==> config.mk <==
export PLATFORM = sky130hd
export DESIGN_NAME = fofs_prog
export DESIGN_NICKNAME = d
export VERILOG_FILES = /design/src/rtl/fofs_pkg.sv /design/src/rtl/fofs_mode_latch.sv /design/src/rtl/fofs_par_pack.sv /design/src/rtl/fofs_load_ctrl.sv /design/src/rtl/fofs_prog.sv
export SDC_FILE = /design/constraint.sdc
export NUM_CORES = 1
export LEC_CHECK = 0
export BUFFER_PORTS_ARGS = -buffer_cell sky130_fd_sc_hd__buf_2
export CORE_MARGIN = 10
export CORE_UTILIZATION = 30
export CTS_BUF_LIST = sky130_fd_sc_hd__clkbuf_8 sky130_fd_sc_hd__clkbuf_16
export DETAILED_ROUTE_END_ITERATION = 8
export PLACE_DENSITY_LB_ADDON = 0.12
export SETUP_SLACK_MARGIN = 0.3
export SLEW_MARGIN = 30
export SYNTH_ARGS = -nofsm -noshare
export SYNTH_HDL_FRONTEND = slang
export SYNTH_SLANG_ARGS = --single-unit
==> constraint.sdc <==
create_clock -name clk -period 2.7 [get_ports clk]
set_input_delay 0.405 -clock clk [delete_from_list [all_inputs] [get_ports clk]]
set_output_delay 0.405 -clock clk [all_outputs]
set_load 0.1 [all_outputs]
==> src/rtl/fofs_pkg.sv <==
package fofs_pkg;

   typedef enum logic [1:0] {
      FM_SERIAL   = 2'd0,
      FM_PARALLEL = 2'd1,
      FM_PRESET   = 2'd2
   } fofs_mode_e;

   // method chosen by the three select lines
   function automatic fofs_mode_e sel_mode(input logic [2:0] s);
      case (s)
         3'b000:          return FM_SERIAL;
         3'b001, 3'b111:  return FM_PARALLEL;
         default:         return FM_PRESET;
      endcase
   endfunction

   // preset offset for a preset code (0 for non-preset codes)
   function automatic logic [31:0] preset_val(input logic [2:0] s);
      case (s)
         3'b010:  return 32'd8;
         3'b011:  return 32'd16;
         3'b100:  return 32'd64;
         3'b101:  return 32'd256;
         3'b110:  return 32'd1024;
         default: return 32'd0;
      endcase
   endfunction

endpackage

==> src/rtl/fofs_mode_latch.sv <==
module fofs_mode_latch
   import fofs_pkg::*;
#(
   parameter int AW = 11
) (
   input  logic             clk,
   input  logic             mrst_n,
   input  logic [2:0]       sel,
   input  logic             ipar_sel,
   output fofs_mode_e       mode_q,
   output logic             ipar_q,
   output fofs_mode_e       rst_mode,
   output logic [AW-1:0]    rst_val
);

   assign rst_mode = sel_mode(sel);
   assign rst_val  = AW'(preset_val(sel));

   // the value held on the last reset edge is the one kept
   always_ff @(posedge clk) begin
      if (!mrst_n) begin
         mode_q <= rst_mode;
         ipar_q <= ipar_sel;
      end
   end

endmodule

==> src/rtl/fofs_par_pack.sv <==
module fofs_par_pack #(
   parameter int DW       = 36,
   parameter int AW       = 11,
   parameter int SKIP_BIT = 8
) (
   input  logic [DW-1:0]  data,
   input  logic           ipar,
   output logic [AW-1:0]  val
);

   generate
      if (AW > SKIP_BIT) begin : g_skip
         logic [AW-1:0] squeezed;
         assign squeezed = {data[AW:SKIP_BIT+1], data[SKIP_BIT-1:0]};
         assign val      = ipar ? squeezed : data[AW-1:0];
      end else begin : g_noskip
         logic unused_ipar;
         assign unused_ipar = ipar ^ data[AW];
         assign val = data[AW-1:0];
      end

      if (DW > AW + 1) begin : g_hi
         logic unused_hi;
         assign unused_hi = ^data[DW-1:AW+1];
      end
   endgenerate

endmodule

==> src/rtl/fofs_load_ctrl.sv <==
module fofs_load_ctrl
   import fofs_pkg::*;
#(
   parameter int AW = 11
) (
   input  logic              clk,
   input  logic              mrst_n,
   input  logic              prst_n,
   input  fofs_mode_e        mode_q,
   input  fofs_mode_e        rst_mode,
   input  logic [AW-1:0]     rst_val,
   input  logic              ser_en_n,
   input  logic              ser_d,
   input  logic              ld_we,
   input  logic [AW-1:0]     pval,
   output logic [4*AW-1:0]   chain,
   output logic              done
);

   localparam int NREG = 4;
   localparam int NB   = NREG * AW;
   localparam int CW   = $clog2(NB + 1);
   localparam logic [CW-1:0] LAST_SER = CW'(NB - 1);
   localparam logic [CW-1:0] LAST_PAR = CW'(NREG - 1);

   logic [CW-1:0] cnt;
   logic          active;

   assign active = prst_n && !done;

   always_ff @(posedge clk) begin
      if (!mrst_n) begin
         chain <= (rst_mode == FM_PRESET) ? {NREG{rst_val}} : '0;
         done  <= (rst_mode == FM_PRESET);
         cnt   <= '0;
      end else if (active) begin
         case (mode_q)
            FM_SERIAL: begin
               if (!ser_en_n) begin
                  chain <= {chain[NB-2:0], ser_d};
                  cnt   <= cnt + 1'b1;
                  if (cnt == LAST_SER) done <= 1'b1;
               end
            end
            FM_PARALLEL: begin
               if (ld_we) begin
                  for (int k = 0; k < NREG; k++) begin
                     if (cnt == CW'(k)) chain[(NREG-1-k)*AW +: AW] <= pval;
                  end
                  cnt <= cnt + 1'b1;
                  if (cnt == LAST_PAR) done <= 1'b1;
               end
            end
            default: ;
         endcase
      end
   end

   a_r4_done_sticky: assert property (@(posedge clk) disable iff (!mrst_n)
      done |=> done);

   a_r5_frozen_after_done: assert property (@(posedge clk) disable iff (!mrst_n)
      done |=> $stable(chain));

   a_r8_partial_hold: assert property (@(posedge clk) disable iff (!mrst_n)
      !prst_n |=> ($stable(chain) && $stable(done) && $stable(cnt)));

   a_r3_idle_no_shift: assert property (@(posedge clk) disable iff (!mrst_n)
      (mode_q == FM_SERIAL && ser_en_n) |=> $stable(chain));

   a_r4_count_bound: assert property (@(posedge clk) disable iff (!mrst_n)
      cnt <= CW'(NB));

   a_r6_par_step: assert property (@(posedge clk) disable iff (!mrst_n)
      (mode_q == FM_PARALLEL && ld_we && active) |=> (cnt == $past(cnt) + 1'b1));

   a_r10_par_ignores_serial: assert property (@(posedge clk) disable iff (!mrst_n)
      (mode_q == FM_PARALLEL && !ld_we) |=> $stable(chain));

endmodule

==> src/rtl/fofs_prog.sv <==
module fofs_prog
   import fofs_pkg::*;
#(
   parameter int AW = 11,
   parameter int DW = 36
) (
   input  logic           clk,
   input  logic           mrst_n,
   input  logic           prst_n,
   input  logic [2:0]     sel,
   input  logic           ipar_sel,
   input  logic           ser_en_n,
   input  logic           ser_d,
   input  logic           ld_we,
   input  logic [DW-1:0]  ld_data,
   output logic [AW-1:0]  ofs_y1,
   output logic [AW-1:0]  ofs_x1,
   output logic [AW-1:0]  ofs_y2,
   output logic [AW-1:0]  ofs_x2,
   output logic           done
);

   generate
      if (AW < 11) begin : g_chk_aw
         $error("fofs_prog: AW must hold the largest preset (1024)");
      end
      if (DW < AW + 1) begin : g_chk_dw
         $error("fofs_prog: DW must exceed AW");
      end
   endgenerate

   fofs_mode_e        mode_q;
   fofs_mode_e        rst_mode;
   logic              ipar_q;
   logic [AW-1:0]     rst_val;
   logic [AW-1:0]     pval;
   logic [4*AW-1:0]   chain;

   fofs_mode_latch #(.AW(AW)) u_mode (
      .clk      (clk),
      .mrst_n   (mrst_n),
      .sel      (sel),
      .ipar_sel (ipar_sel),
      .mode_q   (mode_q),
      .ipar_q   (ipar_q),
      .rst_mode (rst_mode),
      .rst_val  (rst_val)
   );

   fofs_par_pack #(.DW(DW), .AW(AW), .SKIP_BIT(8)) u_pack (
      .data (ld_data),
      .ipar (ipar_q),
      .val  (pval)
   );

   fofs_load_ctrl #(.AW(AW)) u_load (
      .clk      (clk),
      .mrst_n   (mrst_n),
      .prst_n   (prst_n),
      .mode_q   (mode_q),
      .rst_mode (rst_mode),
      .rst_val  (rst_val),
      .ser_en_n (ser_en_n),
      .ser_d    (ser_d),
      .ld_we    (ld_we),
      .pval     (pval),
      .chain    (chain),
      .done     (done)
   );

   assign ofs_y1 = chain[4*AW-1:3*AW];
   assign ofs_x1 = chain[3*AW-1:2*AW];
   assign ofs_y2 = chain[2*AW-1:AW];
   assign ofs_x2 = chain[AW-1:0];

   a_r2_preset_done: assert property (@(posedge clk) disable iff (!mrst_n)
      (mode_q == FM_PRESET) |-> done);

   a_r1_mode_kept: assert property (@(posedge clk) disable iff (!mrst_n)
      1'b1 |=> $stable(mode_q));

endmodule

==> results of run 1 <==
## routing by layer
layer  up-vias  part of all wire  GRT usage
met5         -                 0          0
met2        45              0.49     0.1808
met3         9             0.068    0.03127
met1       850              0.43     0.1247
met4         0             0.012    0.03625
li1        856                 -          -
## cell usage after synthesis (4+ instances only)
cell | count | area share
nand2_1 | 53 | 0.083
a21oi_1 | 9 | 0.019
ha_1 | 4 | 0.021
mux2i_1 | 4 | 0.017
buf_2 | 4 | 0.0084
nor2_1 | 8 | 0.013
a21o_1 | 24 | 0.075
edfxtp_1 | 48 | 0.60
inv_1 | 5 | 0.0079
dfxtp_1 | 6 | 0.050
nand3_1 | 4 | 0.0084
## how the worst max path moves through the flow
stage	to	from	slack, ns
2_1_floorplan	u_load.chain[0]	u_load.done	0.37
5_1_grt	u_load.chain[4]	u_mode.mode_q[0]	0.52
3_5_place_dp	u_load.chain[33]	u_mode.mode_q[0]	0.67
3_3_place_gp	u_load.chain[31]	u_mode.mode_q[1]	0.47
6_report	u_load.chain[34]	u_mode.mode_q[0]	0.68
4_1_cts	u_load.chain[34]	u_mode.mode_q[0]	0.66
## sequential cells by signal (all words and copies together), names as in the netlist
register / flops
u_load.chain: 44
u_load.cnt: 6
u_mode.mode_q: 2
u_load.done: 1
u_mode.ipar_q: 1
## critical path: cells and delay by family (launching register included)
kind,cells,cell delay (ns)
AOI/OAI and AO/OA,2,0.64
DFF,1,0.52
and+or+nand+nor,1,0.28
buffers and inverters,1,0.28
## logic make-up (layout without fill, tap and decap cells)
| logic type | after synthesis | in the layout | synth area share |
|---|---|---|---|
| flip-flops | 54 | 54 | 0.6534 |
| multiplexers | 4 | 4 | 0.01675 |
| XOR/XNOR | 3 | 3 | 0.01100 |
| buffers and inverters | 12 | 86 | 0.02094 |
| adder cells (fa/ha/maj) | 4 | 4 | 0.02094 |
| AO/OA/AOI/OAI | 44 | 44 | 0.1298 |
| AND/OR/NAND/NOR | 76 | 76 | 0.1471 |
## cell type report
type	count	area (um^2)	area share
clock buffer	5	68.82	0.02304
clock inverter	3	37.54	0.01257
inverter	6	22.52	0.007541
multi-input combinational	131	793.3	0.2656
sequential	54	1562	0.5228
tap	102	127.6	0.04273
timing repair buffer	72	375.4	0.1257
## power by group
part / switching [mW] / internal, mW / leakage (nW)
registers: 0.0487 / 1.01 / 0.535
logic: 0.664 / 0.119 / 0.857
clock network: 0.272 / 0.271 / 0.0607
total: 0.985 / 1.40 / 1.45
## per-stage QoR
| step | setup WS, ns | std cells | hold WS (ns) |
|---|---|---|---|
| 2_1_floorplan | 0.3692 | 197 | 0.4781 |
| 3_3_place_gp | 0.4673 | 365 | 0.4980 |
| 3_5_place_dp | 0.6718 | 365 | 0.5062 |
| 4_1_cts | 0.6590 | 373 | 0.2523 |
| 5_1_grt | 0.5194 | 373 | 0.2391 |
| 6_report | 0.6833 | 373 | 0.2600 |
==> qor.yml, run 1 <==
status: "completed"
crit_fanout: 8
antenna_found_initial: 0
ant_nets: 0
final_core_util: 0.3865
min_period_ns: 2.017
post-route-drc-count: 0
synth_edf_count: 48
ctsHoldBuffers: 0
seq_area_frac_synth: 0.6534
die_height_um: 109.3
wl_um: 6260
htree_levels: 2
syn_inst: 197
syn_nets: 247
async_reset_ff_frac: 0
r2r_slack_ns: 0.68
start_util: 0.3093
cp_slowest_cell: "edfxtp_1"
clock-sinks: 54
tightest_slew_ns: 0.6781
setup_viol: 0
placed_area_mm2: 0.002880
cts-buffers-inserted: 5
cts.clk_slew.worst_paths_ns: 0.10
start_kind: "flip-flop"
drv_slew: 0
first_pass_iters: 4
io_buffers: 66
hpwl_um: 4718
cap_viol_max_count: 0
synthesis.area_mm2: 0.002390
critical_path_class: "reg -> reg"
hold_path_end: "u_mode.ipar_q"
timing.rr.start: "u_mode.mode_q[0]"
yosysWarnings: 0
synthFlopType: "edfxtp_1"
final_common_cell: "buf_2"
layout_common_cells: "buf_2 (66), nand2_1 (53), edfxtp_1 (48), a21o_1 (24), nor2_1 (8)"
n_antenna_cell: 0
p_per_area_mw_per_mm2: 799.5
grt_usage: 0.1061
synthDistinctLibCells: 31
grt_pass1_vias: 1805
drt_iter0_markers: 83
clock_latency_ns: 0.31
cts_root_buf: "clkbuf_8"
max-vdd-ir-drop_uv: 255.6
place_congestion: 0.7502
cts_tree: "done"
cp_cell_sequence: "or2b_1 -> a31oi_1 -> a21oi_1 -> buf_4"
areaGrowthSynthToFinish_pct: 24.97
r2r_cells: 4
fmaxAchievable_mhz: 495.8
slew_headroom: 0.5480
design_area_mm2: 0.002987
holdPathStages: 1
leakage_nw: 1.453
floorplan.die_area_mm2: 0.01194
cts_resized: 0
avgSynthCellArea_um2: 12.13
nNetsFinal: 320
core_area_mm2: 0.007727
finalPower_mw: 2.388
via_count: 1760
routedWlPerCell_um: 16.78
timing_hold_violations_final: 0
die_w_um: 109.3
fill_cells: 779
synth.ff_latch_count: 54
rsz0062_at_grt: "no"
finalClockSkew_ns: 0.005794
clock_path_buffers: 2
grt_max_degree: 45
ioPinCount: 91
critPathMaxStageDelay_ns: 0.52
cts_setup_buffers: 0
cp-end-kind: "flip-flop"
required_ns: 2.72
rows: 32
grt_pass1_wl_um: 9639
finalCritPeriodShare: 0.7469
grt_overflow: 0
crit_arrival_ns: 2.04
via_per_inst: 4.718
drive_gt1_frac: 0.3210
r2r_end: "u_load.chain[34]"
tns_ns: 0
hp-class: "in -> reg"
min_from: "ipar_sel"
Note: power is estimated with default switching activity, not from simulation.
==> inputs of run 2 (changes only) <==
==> constraint.sdc (replaced) <==
create_clock -name clk -period 2.05 [get_ports clk]
set_input_delay 0.3075 -clock clk [delete_from_list [all_inputs] [get_ports clk]]
set_output_delay 0.3075 -clock clk [all_outputs]
set_load 0.1 [all_outputs]
==> qor.yml, run 2 (synthesis results as in run 1) <==
grt_pass1_wl_um: 9480  # was 9639 um
clock_latency_ns: 0.31  # about the same
cts.clk_slew.worst_paths_ns: 0.09  # was 0.10 ns
hpwl_um: 4751  # was 4718 um
final_common_cell: "buf_2"  # unchanged
cap_viol_max_count: 0  # unchanged
finalClockSkew_ns: 0.01026  # was 0.005794 ns
clock-sinks: 54  # unchanged
drv_slew: 0  # unchanged
max-vdd-ir-drop_uv: 358.5  # was 255.6 uV
rsz0062_at_grt: "no"  # unchanged
crit_fanout: 11  # was 8
largest_register_ffs: 44  # unchanged
place_congestion: 0.7256  # was 0.7502
timing_hold_violations_final: 0  # unchanged
fill_cells: 779  # unchanged
hp-class: "in -> reg"  # unchanged
die_w_um: 109.3  # unchanged
drt_iter0_markers: 108  # was 83
nNetsFinal: 325  # was 320
crit_arrival_ns: 1.72  # was 2.04 ns
ctsHoldBuffers: 0  # unchanged
post-route-drc-count: 0  # unchanged
via_per_inst: 4.651  # was 4.718
grt_pass1_vias: 1796  # was 1,805
tightest_slew_ns: 0.4986  # was 0.6781 ns
wl_um: 6100  # was 6260 um
slew_headroom: 0.6699  # was 0.5480
ant_nets: 0  # unchanged
grt_overflow: 0  # unchanged
ioPinCount: 91  # unchanged
die_height_um: 109.3  # unchanged
layout_common_cells: "buf_2 (66), nand2_1 (53), edfxtp_1 (48), a21o_1 (24), nor2_1 (8)"  # unchanged
critical_path_class: "reg -> reg"  # unchanged
floorplan.die_area_mm2: 0.01194  # unchanged
rows: 32  # unchanged
antenna_found_initial: 0  # unchanged
cts_tree: "done"  # unchanged
leakage_nw: 1.513  # was 1.453 nW
tns_ns: 0  # unchanged
clock_path_buffers: 2  # unchanged
grt_max_degree: 22  # was 45
fmaxAchievable_mhz: 591.9  # was 495.8 MHz
cp-end-kind: "flip-flop"  # unchanged
required_ns: 2.08  # was 2.72 ns
finalPower_mw: 3.087  # was 2.388 mW
reg_top3: "u_load.chain (44), u_load.cnt (6), u_mode.mode_q (2)"  # unchanged
start_util: 0.3093  # unchanged
grt_usage: 0.1022  # was 0.1061
first_pass_iters: 4  # unchanged
finalCritPeriodShare: 0.8242  # was 0.7469
p_per_area_mw_per_mm2: 976.0  # was 799.5 mW/mm^2
drive_gt1_frac: 0.3551  # was 0.3210
cts_resized: 0  # unchanged
via_count: 1758  # was 1,760
start_kind: "flip-flop"  # unchanged
io_buffers: 66  # unchanged
core_area_mm2: 0.007727  # unchanged
areaGrowthSynthToFinish_pct: 32.36  # was 24.97%
n_antenna_cell: 0  # unchanged
htree_levels: 2  # unchanged
ff_latch_area_mm2: 0.001562  # unchanged
cts-buffers-inserted: 5  # unchanged
min_period_ns: 1.690  # was 2.017 ns
regMostFlops: "u_load.chain"  # unchanged
routedWlPerCell_um: 16.14  # was 16.78 um
setup_viol: 0  # unchanged
status: "completed"  # unchanged
multiInputGateArea_um2: 864.6  # was 793.3 um^2
cts_root_buf: "clkbuf_8"  # unchanged
-- run 2: changes by cell type in the layout (fill, tap and decap cells not counted), sizes merged --
cell / delta
bufinv: -1
clkinv: +2
inv: -1
buf: +5
-- run 2: power breakdown --
group	total, mW	internal (mW)	switching, mW
clock	0.598	0.237	0.360
sequential	1.40	1.33	0.0612
combinational	1.09	0.201	0.893
total	3.09	1.77	1.31
-- run 2: what timing repair did --
item                                    CTS  global route
endpoints found under the setup margin   22            44
pin swaps                                 0             1
buffers inserted                          2             1
-- run 2: through the flow --
step / area (um^2) / setup WS [ns] / cells / hold slack (ns) / util
2_1_floorplan: 2465 / 0.02100 / 197 / 0.4064 / -
3_3_place_gp: 3017 / 0.3047 / 367 / 0.4914 / 0.3904
3_5_place_dp: 3017 / 0.2770 / 367 / 0.4949 / 0.3904
4_1_cts: 3143 / 0.3185 / 377 / 0.1687 / 0.4067
5_1_grt: 3163 / 0.3010 / 378 / 0.1637 / 0.4093
6_report: 3163 / 0.3604 / 378 / 0.1764 / 0.4093
-- run 2: worst paths after layout --
path | end | start | cells past startpoint | slack (ns)
worst max-delay path | u_load.chain[41] | u_mode.mode_q[0] | 5 | 0.36
worst min register to register | u_load.cnt[5] | u_load.cnt[5] | 2 | 0.53
worst max register to register | u_load.chain[41] | u_mode.mode_q[0] | 5 | 0.36
worst min-delay path | u_mode.ipar_q | ipar_sel | 1 | 0.18
-- run 2: critical path, cell delays in order, from the launching register on --
cell	delay (ns)
edfxtp_1	0.53
or2b_1	0.32
a31oi_4	0.12
buf_12	0.16
a21oi_4	0.13
buf_12	0.16
-- run 2: layout make-up --
| type | count | area share |
|---|---|---|
| Timing Repair Buffer | 77 | 0.1582 |
| Clock buffer | 5 | 0.02176 |
| Sequential cell | 54 | 0.4937 |
| Clock inverter | 3 | 0.005538 |
| Inverter | 6 | 0.007120 |
| Multi-Input combinational cell | 131 | 0.2733 |
| Tap cell | 102 | 0.04035 |
-- run 2: layer usage --
metal  global-route usage  share of wire
met3              0.03717          0.085
met1               0.1254           0.44
met2               0.1645           0.46
met4              0.03067          0.011
met5                    0              0
==> inputs of run 3 (changes only) <==
==> constraint.sdc (replaced) <==
create_clock -name clk -period 1.5 [get_ports clk]
set_input_delay 0.225 -clock clk [delete_from_list [all_inputs] [get_ports clk]]
set_output_delay 0.225 -clock clk [all_outputs]
set_load 0.1 [all_outputs]
==> qor.yml, run 3 (synthesis results as in run 1) <==
cp-end-kind: "flip-flop"  # unchanged
finalPower_mw: 5.019  # was 3.087 mW
path_buf_inv: 2  # unchanged
via_count: 2000  # was 1,758
layout_common_cells: "edfxtp_1 (48), nand2_1 (41), buf_6 (40), buf_4 (37), buf_12 (28)"  # was buf_2 (66), nand2_1 (53), edfxtp_1 (48), a21o_1 (24), nor2_1 (8)
drive_gt1_frac: 0.5408  # was 0.3551
leakage_nw: 2.069  # was 1.513 nW
setup_viol: 62  # was 0
finalClockSkew_ns: 0.008476  # was 0.01026 ns
cp_cell_sequence: "nor3b_4 -> a31oi_4 -> buf_12 -> a21oi_4 -> buf_12"  # was or2b_1 -> a31oi_4 -> buf_12 -> a21oi_4 -> buf_12
tightest_slew_ns: 0.4879  # was 0.4986 ns
grt_pass1_wl_um: 10890  # was 9480 um
clock_latency_ns: 0.31  # about the same
final_cells: 433  # was 378
io_buffers: 66  # unchanged
antenna_found_initial: 0  # unchanged
die_height_um: 109.3  # unchanged
wl_um: 7190  # was 6100 um
regMostFlops: "u_load.chain"  # unchanged
worst_slack_ns: -0.1006  # was 0.3604 ns
largest_register_ffs: 44  # unchanged
drt_iter0_markers: 56  # was 108
p_per_area_mw_per_mm2: 1148  # was 976.0 mW/mm^2
finalCritPeriodShare: 1.067  # was 0.8242
start_kind: "flip-flop"  # unchanged
post-route-drc-count: 0  # unchanged
drv_slew: 0  # unchanged
timing_hold_violations_final: 0  # unchanged
cts_root_buf: "clkbuf_8"  # unchanged
critPathTopFamily: "flip-flops"  # unchanged
hpwl_um: 4838  # was 4751 um
cts.clk_slew.worst_paths_ns: 0.09  # about the same
nNetsFinal: 380  # was 325
floorplan.die_area_mm2: 0.01194  # unchanged
cap_viol_max_count: 0  # unchanged
crit_arrival_ns: 1.64  # was 1.72 ns
ant_nets: 0  # unchanged
required_ns: 1.53  # was 2.08 ns
hp-class: "in -> reg"  # unchanged
min_period_ns: 1.601  # was 1.690 ns
r2r_slack_ns: -0.10  # was 0.36 ns
htree_levels: 2  # unchanged
violations: "negative setup slack"
core_area_mm2: 0.007727  # unchanged
n_antenna_cell: 0  # unchanged
status: "finished, violations left"  # was completed
grt_pass1_vias: 2022  # was 1,796
grt_max_degree: 23  # was 22
fmaxAchievable_mhz: 624.8  # was 591.9 MHz
areaGrowthSynthToFinish_pct: 82.88  # was 32.36%
grt_overflow: 0  # unchanged
rsz0062_at_grt: "yes"  # was no
cp_common_cell: "buf_12"  # unchanged
ioPinCount: 91  # unchanged
start_util: 0.3093  # unchanged
critPathMaxStageDelay_ns: 0.44  # was 0.53 ns
die_w_um: 109.3  # unchanged
place_congestion: 0.7305  # was 0.7256
first_pass_iters: 4  # unchanged
max-vdd-ir-drop_uv: 482.0  # was 358.5 uV
cp_slowest_cell: "edfxtp_1"  # unchanged
reg_top3: "u_load.chain (44), u_load.cnt (6), u_mode.mode_q (2)"  # unchanged
crit_fanout: 7  # was 11
clock_path_buffers: 2  # unchanged
cts_tree: "done"  # unchanged
dpl.cell_count: 386  # was 367
via_per_inst: 4.619  # was 4.651
rows: 32  # unchanged
slew_headroom: 0.6770  # was 0.6699
final_common_cell: "edfxtp_1"  # was buf_2
cts-buffers-inserted: 5  # unchanged
grt_usage: 0.1176  # was 0.1022
clock-sinks: 54  # unchanged
critical_path_class: "reg -> reg"  # unchanged
routedWlPerCell_um: 16.61  # was 16.14 um
run 3: cell types whose count changed in the layout (fill, tap and decap cells not counted), sizes merged:
| cell | change |
|---|---|
| clkinv | -2 |
| buf | +53 |
| bufbuf | +1 |
| clkbuf | +1 |
| bufinv | +1 |
| clkinvlp | +1 |
run 3: final cells by class:
cell class / count / area [um^2]
inverter: 6 / 25.02
sequential: 54 / 1562
multi-input combinational: 131 / 1007
tap: 102 / 127.6
clock buffer: 5 / 68.82
fill: 649 / 3357
clock inverter: 3 / 41.29
timing repair buffer: 132 / 1539
run 3: power by group:
group          internal, mW  switching [mW]
sequential             1.83           0.131
combinational         0.759            1.32
clock                 0.492           0.490
run 3: repair_timing:
item	in CTS	in global routing
gates cloned	4	1
hold buffers	0	0
gates resized for setup	120	48
buffers inserted	16	18
pin swaps	12	1
setup endpoints to repair	140	136
run 3: metrics by stage:
step | hold WS (ns) | setup WS, ns | utilization | setup TNS [ns] | instance area (um^2)
after floorplan | 0.3239 | -0.5290 | - | -25.49 | 2551
after global placement | 0.4051 | -0.1171 | 0.4152 | -5.487 | 3208
after detailed placement | 0.4090 | -0.1317 | 0.4152 | -6.540 | 3208
after CTS | 0.08606 | -0.1169 | 0.5180 | -5.656 | 4003
after global routing | 0.07902 | -0.1687 | 0.5656 | -9.431 | 4370
final | 0.08981 | -0.1006 | 0.5656 | -4.219 | 4370
run 3: worst paths after layout:
path,startpoint,endpoint,cells after the start
worst max-delay path,u_load.done,u_load.chain[10],5
worst min-delay path,ipar_sel,u_mode.ipar_q,1
worst max register to register,u_load.done,u_load.chain[10],5
worst min register to register,u_load.cnt[1],u_load.cnt[1],2
run 3: worst register-to-register path, cell delays in order, from the launching register on:
cell      delay, ns
edfxtp_1       0.44
nor3b_4        0.28
a31oi_4        0.15
buf_12         0.16
a21oi_4        0.16
buf_12         0.15
run 3: layer usage:
layer,wire length [um],GRT usage,vias to the layer above,part of all wire
met2,3723,0.2031,50,0.52
met4,38,0.02509,0,0.0053
met5,0,0,-,0
met1,2968,0.1420,963,0.41
li1,-,-,983,-
met3,460,0.03422,4,0.064
